==> src/rtl/fifo_lvl_pkg.sv <==
package fifo_lvl_pkg;

  // Registered level indicators, all active low.
  typedef struct packed {
    logic empty_n;
    logic full_n;
    logic half_n;
    logic aempty_n;
    logic afull_n;
  } lvl_flags_t;

  // Indicator values held by an empty buffer.
  localparam lvl_flags_t FLAGS_AT_RESET = '{
    empty_n:  1'b0,
    full_n:   1'b1,
    half_n:   1'b1,
    aempty_n: 1'b0,
    afull_n:  1'b1
  };

endpackage

==> src/rtl/fifo_lvl_ptrs.sv <==
// Accepts or refuses the offered write and read from the registered
// indicators, keeps the pointers and the word count.
module fifo_lvl_ptrs #(
  parameter int DEPTH = 64,
  localparam int ADDR_W = $clog2(DEPTH),
  localparam int CNT_W  = $clog2(DEPTH + 1)
) (
  input  logic              clk,
  input  logic              rst_n,
  input  logic              wr_en_n,
  input  logic              rd_en_n,
  input  logic              full_n,
  input  logic              empty_n,
  output logic              wr_go,
  output logic              rd_go,
  output logic [ADDR_W-1:0] wr_addr,
  output logic [ADDR_W-1:0] rd_addr,
  output logic [CNT_W-1:0]  level,
  output logic [CNT_W-1:0]  level_nxt
);

  localparam logic [ADDR_W-1:0] LAST_ADDR = ADDR_W'(DEPTH - 1);

  function automatic logic [ADDR_W-1:0] bump(input logic [ADDR_W-1:0] p);
    return (p == LAST_ADDR) ? '0 : p + 1'b1;
  endfunction

  assign wr_go = !wr_en_n && full_n;
  assign rd_go = !rd_en_n && empty_n;

  always_comb begin
    unique case ({wr_go, rd_go})
      2'b10:   level_nxt = level + 1'b1;
      2'b01:   level_nxt = level - 1'b1;
      default: level_nxt = level;
    endcase
  end

  always_ff @(posedge clk or negedge rst_n) begin
    if (!rst_n) begin
      wr_addr <= '0;
      rd_addr <= '0;
      level   <= '0;
    end else begin
      if (wr_go) wr_addr <= bump(wr_addr);
      if (rd_go) rd_addr <= bump(rd_addr);
      level <= level_nxt;
    end
  end

endmodule

==> src/rtl/fifo_lvl_store.sv <==
// Word storage with a registered read port.
module fifo_lvl_store #(
  parameter int DATA_W = 36,
  parameter int DEPTH  = 64,
  localparam int ADDR_W = $clog2(DEPTH)
) (
  input  logic              clk,
  input  logic              rst_n,
  input  logic              we,
  input  logic [ADDR_W-1:0] waddr,
  input  logic [DATA_W-1:0] wdata,
  input  logic              re,
  input  logic [ADDR_W-1:0] raddr,
  output logic [DATA_W-1:0] rdata
);

  logic [DATA_W-1:0] mem [DEPTH];

  always_ff @(posedge clk) begin
    if (we) mem[waddr] <= wdata;
  end

  always_ff @(posedge clk or negedge rst_n) begin
    if (!rst_n)  rdata <= '0;
    else if (re) rdata <= mem[raddr];
  end

endmodule

==> src/rtl/fifo_lvl_flag_gen.sv <==
// Computes every indicator from the next-cycle word count and registers
// it, so each indicator changes at the same edge as the count.
module fifo_lvl_flag_gen
  import fifo_lvl_pkg::*;
#(
  parameter int DEPTH = 64,
  localparam int OFF_W = $clog2(DEPTH),
  localparam int CNT_W = $clog2(DEPTH + 1)
) (
  input  logic             clk,
  input  logic             rst_n,
  input  logic [CNT_W-1:0] level_nxt,
  input  logic [OFF_W-1:0] empty_off,
  input  logic [OFF_W-1:0] full_off,
  output lvl_flags_t       flags
);

  localparam logic [CNT_W-1:0] FULL_CNT = CNT_W'(DEPTH);
  localparam logic [CNT_W-1:0] HALF_CNT = CNT_W'(DEPTH / 2);

  logic [CNT_W-1:0] ae_lim;
  logic [CNT_W-1:0] af_lim;
  lvl_flags_t       flags_nxt;

  assign ae_lim = CNT_W'(empty_off);
  assign af_lim = FULL_CNT - CNT_W'(full_off);

  always_comb begin
    flags_nxt.empty_n  = (level_nxt != '0);
    flags_nxt.full_n   = (level_nxt != FULL_CNT);
    flags_nxt.half_n   = (level_nxt <= HALF_CNT);
    flags_nxt.aempty_n = (level_nxt > ae_lim);
    flags_nxt.afull_n  = (level_nxt < af_lim);
  end

  always_ff @(posedge clk or negedge rst_n) begin
    if (!rst_n) flags <= FLAGS_AT_RESET;
    else        flags <= flags_nxt;
  end

endmodule

==> src/rtl/fifo_lvl_flags.sv <==
module fifo_lvl_flags
  import fifo_lvl_pkg::*;
#(
  parameter int DATA_W = 36,
  parameter int DEPTH  = 64,
  localparam int ADDR_W = $clog2(DEPTH),
  localparam int OFF_W  = $clog2(DEPTH),
  localparam int CNT_W  = $clog2(DEPTH + 1)
) (
  input  logic              clk,
  input  logic              rst_n,
  input  logic              wr_en_n,
  input  logic [DATA_W-1:0] wr_data,
  input  logic              rd_en_n,
  output logic [DATA_W-1:0] rd_data,
  input  logic [OFF_W-1:0]  empty_off,
  input  logic [OFF_W-1:0]  full_off,
  output logic              empty_n,
  output logic              full_n,
  output logic              half_n,
  output logic              aempty_n,
  output logic              afull_n
);

  logic              wr_go;
  logic              rd_go;
  logic [ADDR_W-1:0] wr_addr;
  logic [ADDR_W-1:0] rd_addr;
  logic [CNT_W-1:0]  level;
  logic [CNT_W-1:0]  level_nxt;
  lvl_flags_t        flags;

  fifo_lvl_ptrs #(.DEPTH(DEPTH)) u_ptrs (
    .clk       (clk),
    .rst_n     (rst_n),
    .wr_en_n   (wr_en_n),
    .rd_en_n   (rd_en_n),
    .full_n    (flags.full_n),
    .empty_n   (flags.empty_n),
    .wr_go     (wr_go),
    .rd_go     (rd_go),
    .wr_addr   (wr_addr),
    .rd_addr   (rd_addr),
    .level     (level),
    .level_nxt (level_nxt)
  );

  fifo_lvl_store #(.DATA_W(DATA_W), .DEPTH(DEPTH)) u_store (
    .clk   (clk),
    .rst_n (rst_n),
    .we    (wr_go),
    .waddr (wr_addr),
    .wdata (wr_data),
    .re    (rd_go),
    .raddr (rd_addr),
    .rdata (rd_data)
  );

  fifo_lvl_flag_gen #(.DEPTH(DEPTH)) u_flags (
    .clk       (clk),
    .rst_n     (rst_n),
    .level_nxt (level_nxt),
    .empty_off (empty_off),
    .full_off  (full_off),
    .flags     (flags)
  );

  assign empty_n  = flags.empty_n;
  assign full_n   = flags.full_n;
  assign half_n   = flags.half_n;
  assign aempty_n = flags.aempty_n;
  assign afull_n  = flags.afull_n;

endmodule

==> config.mk <==
export PLATFORM = sky130hd
export DESIGN_NAME = fifo_lvl_flags
export DESIGN_NICKNAME = d
export VERILOG_FILES = /design/src/rtl/fifo_lvl_pkg.sv /design/src/rtl/fifo_lvl_ptrs.sv /design/src/rtl/fifo_lvl_store.sv /design/src/rtl/fifo_lvl_flag_gen.sv /design/src/rtl/fifo_lvl_flags.sv
export SDC_FILE = /design/constraint.sdc
export NUM_CORES = 2
export LEC_CHECK = 0
export BUFFER_PORTS_ARGS = -buffer_cell sky130_fd_sc_hd__buf_2
export CAP_MARGIN = 20
export CORE_MARGIN = 1.5
export CORE_UTILIZATION = 32
export CTS_CLUSTER_SIZE = 30
export DETAILED_ROUTE_END_ITERATION = 10
export SYNTH_ARGS = -nofsm -noshare
export SYNTH_HDL_FRONTEND = slang
export SYNTH_SLANG_ARGS = --single-unit
==> constraint.sdc <==
create_clock -name clk -period 8.6 [get_ports clk]
set_clock_uncertainty 0.05 [all_clocks]
set_input_delay 2.15 -clock clk [delete_from_list [all_inputs] [get_ports clk]]
set_output_delay 2.15 -clock clk [all_outputs]
set_load 0.01 [all_outputs]
* Word-level counts from Yosys, hierarchy flattened
Memories as Yosys holds them, arrays and structs flattened. A register that Yosys moved wholly into a read port is not among the register bits.
Index checks and enable logic that the tools add are counted.
** Storage, ports and cells
- Register bits :: 24
- RAM bits :: 2304
- Bits of input ports :: 52
- Output and inout bits :: 41
- Word-level logic and storage cells :: 33
- Memories :: 1
** Memories
- u_store.mem :: words 64, width 36, rd ports 1, clocked after Yosys merged registers in 1, wr ports 1, line fifo_lvl_store.sv:17 : logic [DATA_W-1:0] mem [DEPTH];
** Operators by class
- $add $sub $neg :: 5
- $lt $le $gt $ge :: 3
- Eq/ne operators :: 5
- Mux-type cells :: 5
- Reductions and logical operators :: 6
** Operators with widths (count)
- $pmux 7 s2 :: 1
- $add 6x1->6 const B :: 2
- $eq 6x6->1 const B :: 2
- $mux 6 :: 2
- $add 7x1->7 const B :: 1
- $gt 7x6->1 :: 1
- $le 7x6->1 const B :: 1
- $lt 7x7->1 :: 1
- $ne 7x7->1 const B :: 1
- $reduce_bool 7->1 :: 1
- $sub 7x1->7 const B :: 1
- $sub 7x6->7 const A :: 1
- $logic_not 1->1 :: 3
- $eq 2x1->1 const B :: 1
- $eq 2x2->1 const B :: 1
- $logic_and 1x1->1 :: 2
- $mux 1 :: 2

* Longest topological paths before layout
- Depth after elaboration :: 5
- Gate-level depth with buffers :: 19
- Depth with buffers taken out :: 16

* Hierarchy
A second synthesis with hierarchy kept.
** Unflattened totals
- Cell total of the unflattened synthesis :: 4524
- Area, all modules :: 91390.2 um^2
** Modules (own cells, without submodules)
- fifo_lvl_store :: instances 1, cells an instance 4353, area each 89729.8 um^2, sequential area each 70087.2 um^2
- fifo_lvl_ptrs :: instances 1, cells an instance 111, area each 1134.8 um^2, sequential area each 475.5 um^2
- fifo_lvl_flag_gen :: instances 1, cells an instance 60, area each 525.5 um^2, sequential area each 128.9 um^2

* Worst setup path before layout
Ideal clock, no wire load.
- Path type :: input to register
- Start :: input wr_en_n
- End :: memory u_store.mem[40][0], enable pin
- Setup time :: 521 ps
- Data arrival time :: 6585 ps
- Data required time :: 8029 ps
- Setup slack :: 1445 ps
- Stages :: 5
- Buffers on the path :: 2
- Cells stage by stage :: nor2b_1 clkbuf_1 buf_1 nand4b_1 nor4_1
** Between the ends
- Cells in the longest elaborated chain, start to end :: 4
** Ends and longest elaborated chain
- start, declared :: line fifo_lvl_flags.sv:12 : input logic wr_en_n,
- $logic_not 1->1 :: line fifo_lvl_ptrs.sv:28 : assign wr_go = !wr_en_n && full_n;
- $logic_and 1x1->1 :: line fifo_lvl_ptrs.sv:28
- $mux 1 :: line fifo_lvl_store.sv:20 : if (we) mem[waddr] <= wdata;
- $mux 1 (implied by the code) :: line fifo_lvl_store.sv:20
- end, declared :: line fifo_lvl_store.sv:17
Every way passes these cells.

==> flow_summary.toml <==
[setup_path]
rr_worst_depth = 8
cp-start-kind = "input port"
cp_data_arrival_time_ns = 5.62
cpPeakStageDelay_ns = 0.37
end_kind = "register"
reg2reg_from = "u_ptrs.rd_addr[0]"
cp_slowest_cell = "inv_1"
path_cells = "buf_2 > nor2b_2 > inv_1 > buf_4 > nand2_1 > xnor2_1 > ha_1 > a21o_1 > and3_1 > nor3_1 > xor2_1 > ha_1 > o21ai_0 > nand2b_1 > a21oi_1 > nand2_1 > a211oi_1 > o311ai_1"
ff2ff_setup_slack_ns = 3.75
worstPathRequired_ns = 9.27
timing.rr.end = "u_store.rdata[6]"
path_max_fanout = 9
critical_path_class = "input port to register"

[logic_synthesis]
ys_seq_elements = 2364
synth_seq_area_share_pct = 77.5
yosys.area.top_type = "edfxtp_1"
synthesis.nets = 4018
async_flop_share_pct = 2.54
synth_edf_count = 2304
avgSynthCellArea_um2 = 23.1
ys_types = 59
synth_top_flop_cell = "edfxtp_1"
synth_top_area_share_pct = 75.8
yosysWarnings = 0
netlist_area_um2 = 91200
syn_inst = 3952
synthTopCellsByArea = "edfxtp_1 76%, mux4_2 16%, dfrtp_1 1.6%"

[power]
fin_total_pwr_w = 0.0317
p_int_w = 0.0221
switching_share_pct = 30.5
ir_drop_uv = 251
power_frac_comb_pct = 26.0
clkPwrFrac_pct = 31.1
powerDensity_nw_per_um2 = 304
power_frac_seq_pct = 42.9
p_sw_w = 0.00968
power_leakage_nw = 31.9

[timing]
finalSetupTns_ns = 0
rsz0062_at_grt = "no"
fin_crit_ns = 4.95
timing.final.crit_share_pct = 57.6
finalHoldViolations = 0
slew_violations = 0
tightestPinTransition_ns = 1.08
slew_headroom_pct = 25.7
setup_viol = 0
timing.fmax_mhz = 202

[min_path]
hp-class = "register to register"
hp-start = "u_store.rdata[1]"
hold_depth = 2
min_to = "u_store.rdata[1]"

[cts]
clkTransAtPathRegs_ns = 0.06
cts_buffers = 230
postCtsSetupBuffers = 0
ctsResizeCount = 0
cts_tree = "yes"
cts-root-buf = "clkbuf_16"
clock_path_buffers = 3
postCtsHoldBufs = 0
clock-sinks = 2364
clk_latency_ns = 0.87
cts_max_level = 4

[routing]
drt_wl_total_um = 238000
dr.pass1.iters = 5
vias_per_cell = 5.28
drc_errors = 0
drtIter0Drc = 5121
vias = 42900
wire_per_inst_um = 29.2
postRouteAntennaNets = 0

[global_routing]
met1_usage_pct = 22.9
grt_pass1_wl_um = 336000
overflow = 0
antenna_found_initial = 29
grt_pass1_vias = 43600
grt_max_degree = 120
busiest_layer = "met2"
grt_use_met2_pct = 26.0
use_met3_pct = 3.75
grt_usage_pct = 16.4

[die]
die_area_um2 = 288000
rows = 195
dieHeight_um = 537
core_area_um2 = 283000
io_pins = 93
chipWidth_um = 537
initial_core_util_pct = 32.3

[outcome]
status = "finished, final reports clean"

[place]
port_buffers = 92
hpwl_um = 137000
gp_congestion = 0.796
place_inst = 7698

[finish]
drive_above_1_share_pct = 30.0
nNetsFinal = 4255
final_cells = 8135
syn_to_final_growth_pct = 14.5
utilization_pct = 36.9

[run]
drv_cap = 0
-- worst max-delay path: cells and delay by family --
kind                     cells  cell delay, ns
AO/OA/AOI/OAI                5            0.88
XOR/XNOR                     2            0.47
adder cells (fa/ha/maj)      2            0.55
buffers and inverters        3            0.72
AND/OR/NAND/NOR              6            0.84
-- layout make-up --
class	instances	area (µm²)
antenna	6	15.0
clock buffer	305	6210
clock inverter	124	1160
fill	25300	178000
inverter	16	61.3
multi-input combinational	1343	19900
sequential	2364	70700
tap	3743	4680
timing repair buffer	234	1700
-- cell usage in the layout (no fill, tap or decap), types with 46 or more instances in the layout --
master / netlist / final
a211oi_1: 108 / 108
a21oi_1: 61 / 61
buf_2: 82 / 87
buf_4: 21 / 134
clkbuf_1: 102 / 60
clkbuf_16: 0 / 232
clkinv_1: 0 / 46
dfrtp_1: 57 / 51
edfxtp_1: 2304 / 2304
mux2i_1: 97 / 97
mux4_2: 656 / 656
nand2_1: 61 / 61
nor2_4: 0 / 62
nor2b_1: 73 / 72
-- state kept, by name, indices dropped and copies added, names as in the netlist --
register / cells
u_store.mem: 2304
u_ptrs.rd_addr: 6
u_flags.flags: 5
u_ptrs.wr_addr: 6
u_store.rdata: 36
u_ptrs.level: 7
-- worst max path at each step --
stage | slack, ns | start | cells past startpoint | endpoint
2_1_floorplan | 1.44 | wr_en_n | 5 | u_store.mem[40][0]
3_3_place_gp | 2.94 | wr_en_n | 18 | u_flags.flags[1]
3_5_place_dp | 2.81 | wr_en_n | 18 | u_flags.flags[1]
4_1_cts | 3.65 | u_ptrs.rd_addr[0] | 8 | u_store.rdata[15]
5_1_grt | 3.41 | wr_en_n | 18 | u_flags.flags[1]
6_report | 3.65 | wr_en_n | 18 | u_flags.flags[1]
-- power by group through the flow --
stage / logic (W) / registers, W / clock network (W)
after global placement: 0.00833 / 0.0138 / 0
after floorplan: 0.00524 / 0.0135 / 0
after CTS: 0.00836 / 0.0136 / 0.0101
after detailed placement: 0.00833 / 0.0138 / 0
final: 0.00826 / 0.0136 / 0.00988
after global routing: 0.00875 / 0.0136 / 0.0105
-- stage by stage --
step / hold WS (ns) / setup slack (ns) / cell area, µm²
2_1_floorplan: 0.464 / 1.44 / 91200
3_3_place_gp: 0.409 / 2.94 / 97000
3_5_place_dp: 0.409 / 2.81 / 97000
4_1_cts: 0.424 / 3.65 / 104000
5_1_grt: 0.473 / 3.41 / 104000
6_report: 0.418 / 3.65 / 104000
-- synth_stat cells (all sizes together) (3+ instances only) --
cell type  instances
o221ai             5
nand3b             6
dfstp              3
o21ai             20
nor2b             73
a2111oi            3
and3               5
a21o               4
o21a               5
nor2              97
a211oi           108
nor3               5
mux2i             97
mux2              19
buf              127
nand3             13
inv               16
o31ai             13
or2                4
o211ai             8
clkbuf           102
nand4              4
ha                14
edfxtp          2304
a21oi             61
xor2               7
nand2             61
a221oi             5
dfrtp             57
mux4             656
nand2b            10
xnor2              6
nor4               3
-- cells by family (layout without fill, tap and decap cells) --
kind of cell	after synthesis	after routing	share of synthesized area (%)
adders and majority gates	15	15	0.203
AOI/OAI and AO/OA	251	251	1.88
other	0	6	0
buffers and inverters	245	679	1.22
and+or+nand+nor	291	291	1.56
xor gates and xnor gates	14	14	0.150
muxes	772	772	17.5
DFF	2364	2364	77.5
-- per-layer routing --
layer / vias to the layer above / routed length [µm]
met5: - / 59
met4: 10 / 4170
met3: 275 / 20700
met2: 1763 / 113000
met1: 23600 / 99900
li1: 17300 / -
Power figures use the tool's default switching activity.
